--- src/rtl/uw_pkg.sv ---
package uw_pkg;

   typedef enum logic [2:0] {
      UW_IDLE = 3'd0,
      UW_LOW  = 3'd1,
      UW_HIGH = 3'd2,
      UW_WAIT = 3'd3,
      UW_FIN  = 3'd4
   } uw_state_e;

   // control / status word; bit order is decoded by software
   typedef struct packed {
      logic       wfr;
      logic       busy;
      logic       hiz;
      logic       rd;
      logic [3:0] cnt;
   } uw_ctl_t;

   localparam int unsigned UW_CTL_W = $bits(uw_ctl_t);

endpackage

--- src/rtl/uw_in_sync.sv ---
module uw_in_sync #(
   parameter int unsigned STAGES = 2
) (
   input  logic clk,
   input  logic rst_n,
   input  logic d,
   output logic q,
   output logic rise
);
   logic q_prev;

   generate
      if (STAGES == 0) begin : g_bypass
         assign q = d;
      end else begin : g_chain
         logic [STAGES-1:0] chain;
         always_ff @(posedge clk or negedge rst_n) begin
            if (!rst_n) chain <= '0;
            else if (STAGES == 1) chain <= d;
            else chain <= {chain[STAGES-2:0], d};
         end
         assign q = chain[STAGES-1];
      end
   endgenerate

   always_ff @(posedge clk or negedge rst_n) begin
      if (!rst_n) q_prev <= 1'b0;
      else        q_prev <= q;
   end

   assign rise = q & ~q_prev;
endmodule

--- src/rtl/uw_bit_timer.sv ---
module uw_bit_timer #(
   parameter int unsigned HALF = 4
) (
   input  logic clk,
   input  logic rst_n,
   input  logic run,
   output logic tick
);
   localparam int unsigned TW = (HALF > 1) ? $clog2(HALF) : 1;
   localparam logic [TW-1:0] LAST = TW'(HALF - 1);

   logic [TW-1:0] cnt;

   generate
      if (HALF < 1) begin : g_bad_half
         $error("uw_bit_timer: HALF must be at least 1");
      end
   endgenerate

   assign tick = run && (cnt == LAST);

   always_ff @(posedge clk or negedge rst_n) begin
      if (!rst_n)          cnt <= '0;
      else if (!run||tick) cnt <= '0;
      else                 cnt <= cnt + 1'b1;
   end
endmodule

--- src/rtl/uw_datapath.sv ---
module uw_datapath #(
   parameter int unsigned DATA_W = 8
) (
   input  logic              clk,
   input  logic              rst_n,
   input  logic              host_wr,
   input  logic [DATA_W-1:0] host_data,
   input  logic              start_rd,
   input  logic              start_tx,
   input  logic              rx_shift,
   input  logic              rx_bit,
   input  logic              tx_shift,
   output logic [DATA_W-1:0] dat_q,
   output logic              tx_msb
);
   logic [DATA_W-1:0] data_r;
   logic [DATA_W-1:0] tx_r;

   always_ff @(posedge clk or negedge rst_n) begin
      if (!rst_n)        data_r <= '0;
      else if (host_wr)  data_r <= host_data;
      else if (start_rd) data_r <= '0;
      else if (rx_shift) begin
         if (DATA_W == 1) data_r <= rx_bit;
         else             data_r <= {data_r[DATA_W-2:0], rx_bit};
      end
   end

   always_ff @(posedge clk or negedge rst_n) begin
      if (!rst_n)        tx_r <= '0;
      else if (start_tx) tx_r <= data_r;
      else if (tx_shift) tx_r <= tx_r << 1;
   end

   assign dat_q  = data_r;
   assign tx_msb = tx_r[DATA_W-1];
endmodule

--- src/rtl/uwire_shifter.sv ---
module uwire_shifter #(
   parameter int unsigned SYS_CLK_HZ  = 4_000_000,
   parameter int unsigned SCK_HZ      = 500_000,
   parameter int unsigned DATA_W      = 8,
   parameter int unsigned SYNC_STAGES = 2
) (
   input  logic              clk,
   input  logic              rst_n,
   input  logic              ctl_wr,
   input  logic [7:0]        ctl_wdata,
   input  logic              dat_wr,
   input  logic [DATA_W-1:0] dat_wdata,
   output logic [DATA_W-1:0] dat_q,
   output logic [7:0]        stat_q,
   output logic              busy,
   output logic              irq,
   output logic              sck,
   output logic              sd_o,
   output logic              sd_oe,
   input  logic              sd_i
);
   import uw_pkg::*;

   localparam int unsigned HALF_DIV = SYS_CLK_HZ / (2 * SCK_HZ);
   localparam logic [3:0]  MAX_CNT  = 4'(DATA_W);

   generate
      if (DATA_W < 1 || DATA_W > 15) begin : g_bad_width
         $error("uwire_shifter: DATA_W must be 1..15");
      end
      if (HALF_DIV <= SYNC_STAGES) begin : g_bad_rate
         $error("uwire_shifter: half bit period must exceed synchronizer depth");
      end
      if (UW_CTL_W != 8) begin : g_bad_ctl
         $error("uwire_shifter: control word must be 8 bits");
      end
   endgenerate

   uw_state_e  state;
   uw_ctl_t    cfg;
   uw_ctl_t    wr_ctl;
   logic [3:0] bits_left;
   logic [3:0] cnt_cl;
   logic       oe_r;
   logic       irq_r;
   logic       accept;
   logic       tick;
   logic       in_q;
   logic       in_rise;
   logic       start_rd;
   logic       start_tx;
   logic       rx_shift;
   logic       tx_shift;
   logic       tx_msb;

   assign wr_ctl = uw_ctl_t'(ctl_wdata);
   assign cnt_cl = (wr_ctl.cnt > MAX_CNT) ? MAX_CNT : wr_ctl.cnt;
   assign accept = ctl_wr && (state == UW_IDLE);

   uw_in_sync #(.STAGES(SYNC_STAGES)) u_sync (
      .clk  (clk),
      .rst_n(rst_n),
      .d    (sd_i),
      .q    (in_q),
      .rise (in_rise)
   );

   uw_bit_timer #(.HALF(HALF_DIV)) u_timer (
      .clk  (clk),
      .rst_n(rst_n),
      .run  ((state == UW_LOW) || (state == UW_HIGH)),
      .tick (tick)
   );

   assign start_tx = accept && !wr_ctl.rd && (cnt_cl != 4'd0);
   assign start_rd = accept &&  wr_ctl.rd && (cnt_cl != 4'd0);
   assign rx_shift = (state == UW_LOW)  && tick && cfg.rd;
   assign tx_shift = (state == UW_HIGH) && tick && !cfg.rd && (bits_left != 4'd0);

   uw_datapath #(.DATA_W(DATA_W)) u_dp (
      .clk      (clk),
      .rst_n    (rst_n),
      .host_wr  (dat_wr && (state == UW_IDLE)),
      .host_data(dat_wdata),
      .start_rd (start_rd),
      .start_tx (start_tx),
      .rx_shift (rx_shift),
      .rx_bit   (in_q),
      .tx_shift (tx_shift),
      .dat_q    (dat_q),
      .tx_msb   (tx_msb)
   );

   always_ff @(posedge clk or negedge rst_n) begin
      if (!rst_n) begin
         state     <= UW_IDLE;
         cfg       <= '0;
         bits_left <= '0;
         oe_r      <= 1'b0;
         irq_r     <= 1'b0;
      end else begin
         irq_r <= 1'b0;
         unique case (state)
            UW_IDLE: begin
               if (accept) begin
                  cfg       <= '{wfr: wr_ctl.wfr, busy: 1'b0, hiz: wr_ctl.hiz,
                                 rd: wr_ctl.rd, cnt: cnt_cl};
                  bits_left <= cnt_cl;
                  if (cnt_cl == 4'd0) begin
                     oe_r  <= !wr_ctl.hiz;
                     state <= (wr_ctl.wfr && wr_ctl.hiz) ? UW_WAIT : UW_FIN;
                  end else begin
                     oe_r  <= !wr_ctl.rd;
                     state <= UW_LOW;
                  end
               end
            end
            UW_LOW: begin
               if (tick) begin
                  state     <= UW_HIGH;
                  bits_left <= bits_left - 1'b1;
                  if (bits_left == 4'd1 && cfg.hiz) oe_r <= 1'b0;
               end
            end
            UW_HIGH: begin
               if (tick) begin
                  if (bits_left != 4'd0) begin
                     state <= UW_LOW;
                  end else if (cfg.wfr && cfg.hiz) begin
                     state <= UW_WAIT;
                  end else begin
                     state <= UW_IDLE;
                     irq_r <= 1'b1;
                  end
               end
            end
            UW_WAIT: begin
               if (in_rise) begin
                  state <= UW_IDLE;
                  irq_r <= 1'b1;
               end
            end
            UW_FIN: begin
               state <= UW_IDLE;
               irq_r <= 1'b1;
            end
            default: state <= UW_IDLE;
         endcase
      end
   end

   assign busy   = (state != UW_IDLE);
   assign sck    = (state == UW_HIGH);
   assign irq    = irq_r;
   assign sd_o   = tx_msb;
   assign sd_oe  = oe_r;
   assign stat_q = {cfg.wfr, busy, cfg.hiz, cfg.rd, cfg.cnt};

endmodule

--- config.mk ---
export PLATFORM = sky130hd
export DESIGN_NAME = uwire_shifter
export DESIGN_NICKNAME = d
export VERILOG_FILES = /design/src/rtl/uw_pkg.sv /design/src/rtl/uw_in_sync.sv /design/src/rtl/uw_bit_timer.sv /design/src/rtl/uw_datapath.sv /design/src/rtl/uwire_shifter.sv
export SDC_FILE = /design/constraint.sdc
export NUM_CORES = 1
export LEC_CHECK = 0
export BUFFER_PORTS_ARGS = -buffer_cell sky130_fd_sc_hd__buf_2
export CAP_MARGIN = 20
export CORE_ASPECT_RATIO = 1.1
export CORE_MARGIN = 5
export CORE_UTILIZATION = 49
export CTS_CLUSTER_SIZE = 14
export DETAILED_ROUTE_END_ITERATION = 7
export PLACE_DENSITY = 0.76
export SETUP_SLACK_MARGIN = 0.05
export SLEW_MARGIN = 20
export SYNTH_ARGS = -nofsm -noshare
export SYNTH_HDL_FRONTEND = slang
export SYNTH_SLANG_ARGS = --single-unit
--- constraint.sdc ---
create_clock -name clk -period 1.7 [get_ports clk]
set_input_delay 0.085 -clock clk [delete_from_list [all_inputs] [get_ports clk]]
set_output_delay 0.085 -clock clk [all_outputs]
set_load 0.01 [all_outputs]
Word level (Yosys, flattened, before mapping)
Index checks and enable logic that the tools add are counted.
- bits of input ports: 21
- bits in registers: 37
- output and inout port bits: 21
- equal/unequal tests: 11
- multiplexer cells: 29
- bitwise logic cells: 2
- add/sub/neg operators: 2
- reductions and logical operators: 33
- order comparisons: 1
- operators with widths (kind ; number):
    2-to-1 mux 8 bit ; 5
    2-to-1 mux 3 bit ; 6
    logical AND 1 bit ; 15
    2-to-1 mux 4 bit ; 3
    case mux 3 bit (4 select lines) ; 1
    2-to-1 mux 1 bit ; 8
    case mux 4 bit (2 select lines) ; 1
    AND reduction 4 bit ; 2
    nonzero test 4 bit ; 2
    == test 3 x 2 -> 1 bit (second input constant) ; 2
    2-to-1 mux 2 bit ; 3
    != test 2 bit (second input constant) ; 3
    nonzero test 3 bit ; 2
    == test 4 x 1 -> 1 bit (second input constant) ; 1
    > comparator 4 bit (second input constant) ; 1
    zero test 1 bit ; 4
    zero test 4 bit ; 1
    != test 2 x 1 -> 1 bit (second input constant) ; 2
    nonzero test 2 bit ; 2
    subtractor 4 x 1 -> 4 bit (second input constant) ; 1
    == test 3 x 1 -> 1 bit (second input constant) ; 1
    == test 3 bit (second input constant) ; 1
    zero test 3 bit ; 1
    case mux 1 bit (3 select lines) ; 1
    other kinds (8) ; 9

Longest topological paths before layout
Gate-level depths: netlist (run 1).
- depth in word-level cells: 8
- mapped depth: 7
- depth with buffers taken out: 6

Modules after synthesis
A second synthesis (run 1) with hierarchy kept.
- cells, all modules: 176
- area, all modules: 1985.7 µm²
- by module, submodules not included (module ; area an instance (µm²) ; cells an instance ; times used):
    uwire_shifter ; 1034.7 ; 96 ; 1
    uw_datapath ; 770.7 ; 70 ; 1
    uw_bit_timer ; 91.3 ; 6 ; 1
    uw_in_sync ; 88.8 ; 4 ; 1

Worst setup path after synthesis (run 1)
OpenSTA, ideal clock, no wires.
- path type: register to register
- start point: register state[1]
- end point: register bits_left[2]
- period minus slack after synthesis: 1.853 ns
- cell stages (with the launch flop): 7
- arrival: 1.699 ns
- setup slack: -0.153 ns
- library setup time: 0.154 ns
- path through: dfrtp_1 > clkbuf_1 > or3b_2 > buf_2 > or2_2 > a21oi_1 > a21oi_1
- word-level cells in the longest chain between the ends: 5
- elaborated cells on any way between the ends: 11
- those cells by class: eq/ne (4); mux (1); reduce/logical (6)
- RTL lines (what ; line ; text):
    start: declaration ; uwire_shifter.sv:39 ; uw_state_e state;
    start signal: assignment ; uwire_shifter.sv:111 ; state <= (wr_ctl.wfr && wr_ctl.hiz) ? UW_WAIT : UW_FIN;
    == test 3 x 1 -> 1 bit or == test 3 x 2 -> 1 bit (tied branches) ; uwire_shifter.sv:71, uwire_shifter.sv:103 ;
    logical OR 1 bit ; uwire_shifter.sv:71 ; .run ((state == UW_LOW) || (state == UW_HIGH)),
    logical AND 1 bit ; uw_bit_timer.sv:20 ; assign tick = run && (cnt == LAST);
    != test 2 bit (no source line) ; -- ;
    AND reduction 3 bit (no source line) ; -- ;
    end signal: assignment ; uwire_shifter.sv:108 ; bits_left <= cnt_cl;
    end signal: assignment ; uwire_shifter.sv:121 ; bits_left <= bits_left - 1'b1;
    end: declaration ; uwire_shifter.sv:42 ; logic [3:0] bits_left;
Several ways; a longest one is shown, not always the timed one.
A chain may end at the register's enable or synchronous reset.

Worst setup path in the final report (run 1)
- start point: register state[1]
- end point: register u_dp.tx_r[3]
- word-level cells in the longest chain between the ends: 7
- elaborated cells on any way between the ends: 13
- those cells by class: eq/ne (2); mux (1); reduce/logical (10)
- RTL lines (what ; line ; text):
    == test 3 x 1 -> 1 bit or == test 3 x 2 -> 1 bit (tied branches) ; uwire_shifter.sv:71, uwire_shifter.sv:78 ;
    logical OR 1 bit ; uwire_shifter.sv:71 ;
    logical AND 1 bit ; uw_bit_timer.sv:20 ;
    logical AND 1 bit (3 in a row) ; uwire_shifter.sv:78 ; assign tx_shift = (state == UW_HIGH) && tick && !cfg.rd && (bits_left != 4'd0);
    nonzero test 2 bit (no source line) ; -- ;
    end signal: assignment ; uw_datapath.sv:31 ; else if (start_tx) tx_r <= data_r;
    end signal: assignment ; uw_datapath.sv:32 ; else if (tx_shift) tx_r <= tx_r << 1;
    end: declaration ; uw_datapath.sv:17 ; logic [DATA_W-1:0] tx_r;
Several ways; a longest one is shown, not always the timed one.

==> metrics, run 1 <==
die width=70.9 um; internal power=2.88 mW; Critical Path Slowest Stage Cell=or4b_4; switching power=1.74 mW; Fillers=~290; share of layout cells above drive strength 1=47.7%; first-pass GRT wire length=8160 um; Peak VDD IR=a little over 0.0009 V; synth unique cells=43; Nets=310; Slew headroom=65.6%; crit path launch type=register; LEAKAGE=1.35 nW; total power=4.61 mW; Clock Path Buffers=2; uppermost layer routed=met4; ANT cells=0; vias per cell=5.32; Syn Std Cell Area=2000 um^2; delay-heaviest family, CP=simple AND/OR/NAND/NOR gates; Critical Path AT=1990 ps; TritonCTS clock tree=built; clk_lat worst skew=290 ps; unrepaired setup endpoints after global routing=yes; Sw Share=37.7%; DPL Wire Length=3530 um; Initial Utilization=between 50% and 60%; max-cap violations=0; Clk network pwr share=between 15 and 20%; CTS sink count=37; sequential power share=34.5%; Chip Height=a little under 80 um; initial antenna violation count=0; GPL Wtd Cong=0.803; CP required=about 1900 ps; Least-Margin Pin Slew=about 520 ps; Inst Count DP=approximately 320; metal3 WL=213 um; WL per Instance=15.4 um; largest net degree at the start of global routing=38; ys async rst share=100%; DRT iter0 DRCs=85; Num CTS Buffers=5; crit path buf inv count=0; HP Class=in2reg; violated checks=negative setup slack; Setup violations, final=16; DRC violation count after routing=0; area delta synth->final=41.2%; crit end category=register; Initial DRT Pass Iterations=4; Synth Register Bits=37; grt ovf=0; die area=5460 um^2; Cell Pwr Density=1630 nW/um^2; ys flop type=dfrtp_1; syn nets=232; hold_ws=roughly 3.6 ps; Via Count=~1800; Met2 Routed Length=~2700 um; Setup CP Type=reg2reg; pre-CTS setup slack=-182 ps; Row Count=24; commonest non-fill, non-tap cells in the layout=nand2_1 (43), buf_2 (39), dfrtp_1 (35), buf_4 (24), buf_6 (16); syn avg cell area=9.66 um^2; Final Util=between 70% and 80%; most common cell after layout, fill and taps aside=nand2_1; I/O pins=42; Logic pwr share=about half; Ys Warns=0; Final Critical Period=1820 ps; Clock Skews=roughly 3.5 ps; Clk pin slew, worst setup/hold paths=70 ps; final hold vios=0; crit-path cells=or4b_4 -> or3_4 -> nor2_2 -> a21oi_2; final WL=5180 um; Mapped Cells=207; sequential share of the synthesized area=between 40% and 50%; crit path max fanout=8; PortBufs=40; Reg area=928 um^2; Post-synth EDFFs=0; root buffer cell=clkbuf_8; htree depth=2; post-route ant nets=0; GR Util All Layers=18.6%; outcome=finished, violations left; WL met1=2140 um; FMAX=0.549 GHz; core box area=just under 4000 um^2; Critical Path Max Stage Delay=600 ps; fin. max-slew vios=0; setup ws final=-121 ps; non-filler cells, final=337; period utilization=107%; vias in the first global route=around 1800; area of the multi-input gates=1110 um^2
[power groups by stage]
| stage | clock (mW) | sequential, mW | combinational, mW |
|---|---|---|---|
| after floorplan | 0 | 1.59 | 1.09 |
| after global placement | 0 | 1.54 | 1.88 |
| after CTS | 0.745 | 1.54 | 2.01 |
| final | 0.737 | 1.59 | 2.29 |
| after global routing | 0.799 | 1.65 | 2.51 |
| after detailed placement | 0 | 1.55 | 1.94 |
[cell usage after synthesis, types with 2 or more instances]
| cell | count | area, um^2 |
|---|---|---|
| nand2_1 | 48 | 180 |
| dfrtp_1 | 37 | 926 |
| a21oi_1 | 23 | 115 |
| nor2_1 | 10 | 37.5 |
| mux2_2 | 9 | 101 |
| o21ai_0 | 8 | 40.0 |
| inv_1 | 6 | 22.5 |
| nor3_1 | 6 | 30.0 |
| buf_2 | 4 | 20.0 |
| ha_1 | 4 | 50.1 |
| mux2i_1 | 4 | 40.0 |
| nand2b_1 | 4 | 25.0 |
| a211oi_1 | 3 | 22.5 |
| clkbuf_1 | 3 | 11.3 |
| a22oi_1 | 2 | 15.0 |
| buf_4 | 2 | 15.0 |
| nand3_1 | 2 | 10.0 |
| nor2b_1 | 2 | 12.5 |
| nor3b_1 | 2 | 15.0 |
| nor4_4 | 2 | 42.5 |
| nor4b_2 | 2 | 30.0 |
| or3_1 | 2 | 12.5 |
| or4b_4 | 2 | 27.5 |
[worst register-to-register path, delay by kind of cell, from the launching register on]
family | cells | cell delay (ps)
and+or+nand+nor | 3 | 1220
DFF | 1 | 420
AOI/OAI and AO/OA | 1 | 70
[worst paths after layout]
kind / from / end / slack (ps) / depth (start not counted)
min: ctl_wdata[7] / stat_q[7] / 4 / 3
max: state[1] / u_dp.tx_r[3] / -120 / 4
max in group asynchronous: rst_n / state[2] / 980 / 3
min reg2reg: u_sync.g_chain.chain[0] / u_sync.g_chain.chain[1] / 350 / 0
min in group asynchronous: rst_n / u_dp.tx_r[0] / 370 / 3
max reg2reg: state[1] / u_dp.tx_r[3] / -120 / 4
[cell families (layout without fill, tap and decap cells)]
family | Yosys count | in the layout | synth area share (%)
AOI/OAI and AO/OA | 45 | 45 | 14.3
buffers and inverters | 17 | 95 | 4.19
muxes | 13 | 13 | 7.07
and+or+nand+nor | 91 | 91 | 25.6
adders and majority gates | 4 | 4 | 2.50
DFF | 37 | 37 | 46.3
[routing by layer]
| layer | track usage (%) | vias to the layer above |
|---|---|---|
| met5 | 0 | - |
| met4 | 8.08 | 0 |
| met3 | 3.92 | 11 |
| met2 | 30.8 | 41 |
| met1 | 23.1 | 868 |
| li1 | - | 874 |
[sequential cells by signal (all words and copies together) (netlist names)]
register and cells:
state 3, stat_q 7, u_dp.dat_q 8, u_timer.cnt 2, sd_oe 1, bits_left 4
u_dp.tx_r 8, u_sync.g_chain.chain 2, u_sync.q_prev 1, irq 1
[repair_timing]
item | CTS | global route
resized for setup | 7 | 47
hold buffers | 2 | 0
endpoints found under the hold margin | 38 | 0
setup endpoints to repair | 21 | 25
setup buffers | 4 | 4
pin swaps | 8 | 18
[final cells by class]
type	instances	share of cell area, %
Timing Repair Buffer	82	21.1
Inverter	6	0.798
Tap cell	52	2.30
Multi-Input combinational cell	153	39.2
Clock buffer	5	2.44
Sequential cell	37	32.9
Clock inverter	2	1.24
[through the flow]
stage,area (um^2),TNS [ps]
6_report,2820,-1300
3_5_place_dp,2460,-2460
3_3_place_gp,2460,-1940
4_1_cts,2640,-996
2_1_floorplan,2010,-1940
5_1_grt,2820,-2310
Power figures use the tool's default switching activity.
==> inputs of run 2 (changes only) <==
- RECOVER_POWER: default -> 25
==> metrics, run 2 (synthesis gave the netlist of run 1 again) <==
root buffer cell=clkbuf_8; crit path launch type=register; share of layout cells above drive strength 1=a little under half; first-pass GRT wire length=8160 um; largest net degree at the start of global routing=38; post-route ant nets=0; crit path max fanout=8; unrepaired setup endpoints after global routing=yes; Met2 Routed Length=2690 um; RR Endpoint=u_dp.tx_r[3]; Hold Crit Depth=3; DPL Wire Length=3530 um; max-cap violations=0; LEAKAGE=1.34 nW; Critical Path Max Stage Delay=600 ps; setup ws final=-121 ps; grt ovf=0; GPL Wtd Cong=0.803; uppermost layer routed=met4; htree depth=2; Clock Path Buffers=2; ANT cells=0; HP Class=in2reg; Least-Margin Pin Slew=925 ps; cells on worst reg2reg path=4; Initial DRT Pass Iterations=4; PortBufs=40; Critical Path AT=2000 ps; Clk pin slew, worst setup/hold paths=70 ps; Via Count=~1800; WL met1=2130 um; Slew headroom=38.4%; initial antenna violation count=0; Cell Pwr Density=~1600 nW/um^2; WP depth=4; Worst Setup EP=u_dp.tx_r[3]; core box area=between 3000 and 4000 um^2; Chip Height=77.0 um; crit path buf inv count=0; TritonCTS clock tree=built; Setup CP Type=reg2reg; GR Util All Layers=between 10% and 20%; FMAX=between 0.5 and 0.6 GHz; Nets=310; Peak VDD IR=between 0.0009 and 0.001 V; fin. max-slew vios=0; DRC violation count after routing=0; final instance area=2820 um^2; metal3 WL=213 um; Initial Utilization=50.4%; Critical Path Slowest Stage Cell=or4b_4; WL per Instance=between 15 and 20 um; CTS sink count=37; Clock Skews=3.52 ps; vias per cell=5.33; crit end category=register; Fillers=288; DRT iter0 DRCs=85; Reg area=roughly 930 um^2; vias in the first global route=1762; area of the multi-input gates=1110 um^2; die area=5460 um^2; pre-CTS setup slack=-182 ps; crit path from=state[1]; total power=approximately 4.6 mW; CP required=1870 ps; final hold vios=0; die width=70.9 um; most common cell after layout, fill and taps aside=nand2_1; period utilization=107%; outcome=finished, violations left; I/O pins=42; Row Count=24; Area after DPL=roughly 2500 um^2; Final Critical Period=1820 ps; area delta synth->final=41.1%; clk_lat worst skew=290 ps; Setup violations, final=16; crit-path cells=or4b_4 -> or3_4 -> nor2_2 -> a21oi_2; reg-to-reg slack, setup=-120 ps; final WL=5180 um; delay-heaviest family, CP=simple AND/OR/NAND/NOR gates; reg2reg start=state[1]; violated checks=negative setup slack; Num CTS Buffers=5; commonest non-fill, non-tap cells in the layout=nand2_1 (43), buf_2 (39), dfrtp_1 (35), buf_4 (23), buf_6 (16)
## run 2: cell count changes in the layout (fill, tap and decap cells not counted), sizes merged
| cell | change |
|---|---|
| buf | -1 |
| clkbuf | +1 |
## run 2: worst min-delay path by stage
stage / endpoint / from / slack, ps
after detailed placement: bits_left[1] / rst_n / 160
after global placement: bits_left[1] / rst_n / 160
after global routing: stat_q[7] / ctl_wdata[7] / 10
after floorplan: bits_left[0] / rst_n / -210
final: stat_q[7] / ctl_wdata[7] / 3
after CTS: stat_q[7] / ctl_wdata[7] / 1
## run 2: cell type report
class                           instances  area share, %
Clock buffer                            5           2.44
Inverter                                6          0.799
Sequential cell                        37           32.9
Clock inverter                          2           1.24
Multi-Input combinational cell        153           39.3
Tap cell                               52           2.31
Timing Repair Buffer                   82           21.0
## run 2: repair_timing
action,4_1_cts,5_1_grt
hold buffers,2,0
endpoints found under the setup margin,21,25
resized for setup,7,47
pin swaps,8,18
hold endpoints to repair,38,0
setup buffers,4,4
## run 2: per-layer routing
metal	GRT usage (%)	vias up
met5	0	-
met4	8.08	0
met3	3.92	11
met2	30.8	41
met1	23.1	871
li1	-	874
## run 2: power by group
part | total, mW | switching, mW | internal [mW]
sequential | 1.59 | 0.345 | 1.24
combinational | 2.29 | 1.08 | 1.20
clock | 0.738 | 0.311 | 0.426
## run 2: through the flow
step	setup TNS (ps)	hold WS, ps	utilization (%)	std cells
detailed placement	-2460	162	62.2	321
global route	-2310	14.1	71.1	337
global placement	-1940	159	62.2	321
CTS	-996	1.21	66.6	333
finish	-1310	3.29	71.1	337
floorplan	-1940	-211	-	207
## run 2: worst register-to-register path, stage by stage (launching register included)
cell	delay [ps]
dfrtp_1	420
or4b_4	600
or3_4	460
nor2_2	160
a21oi_2	70
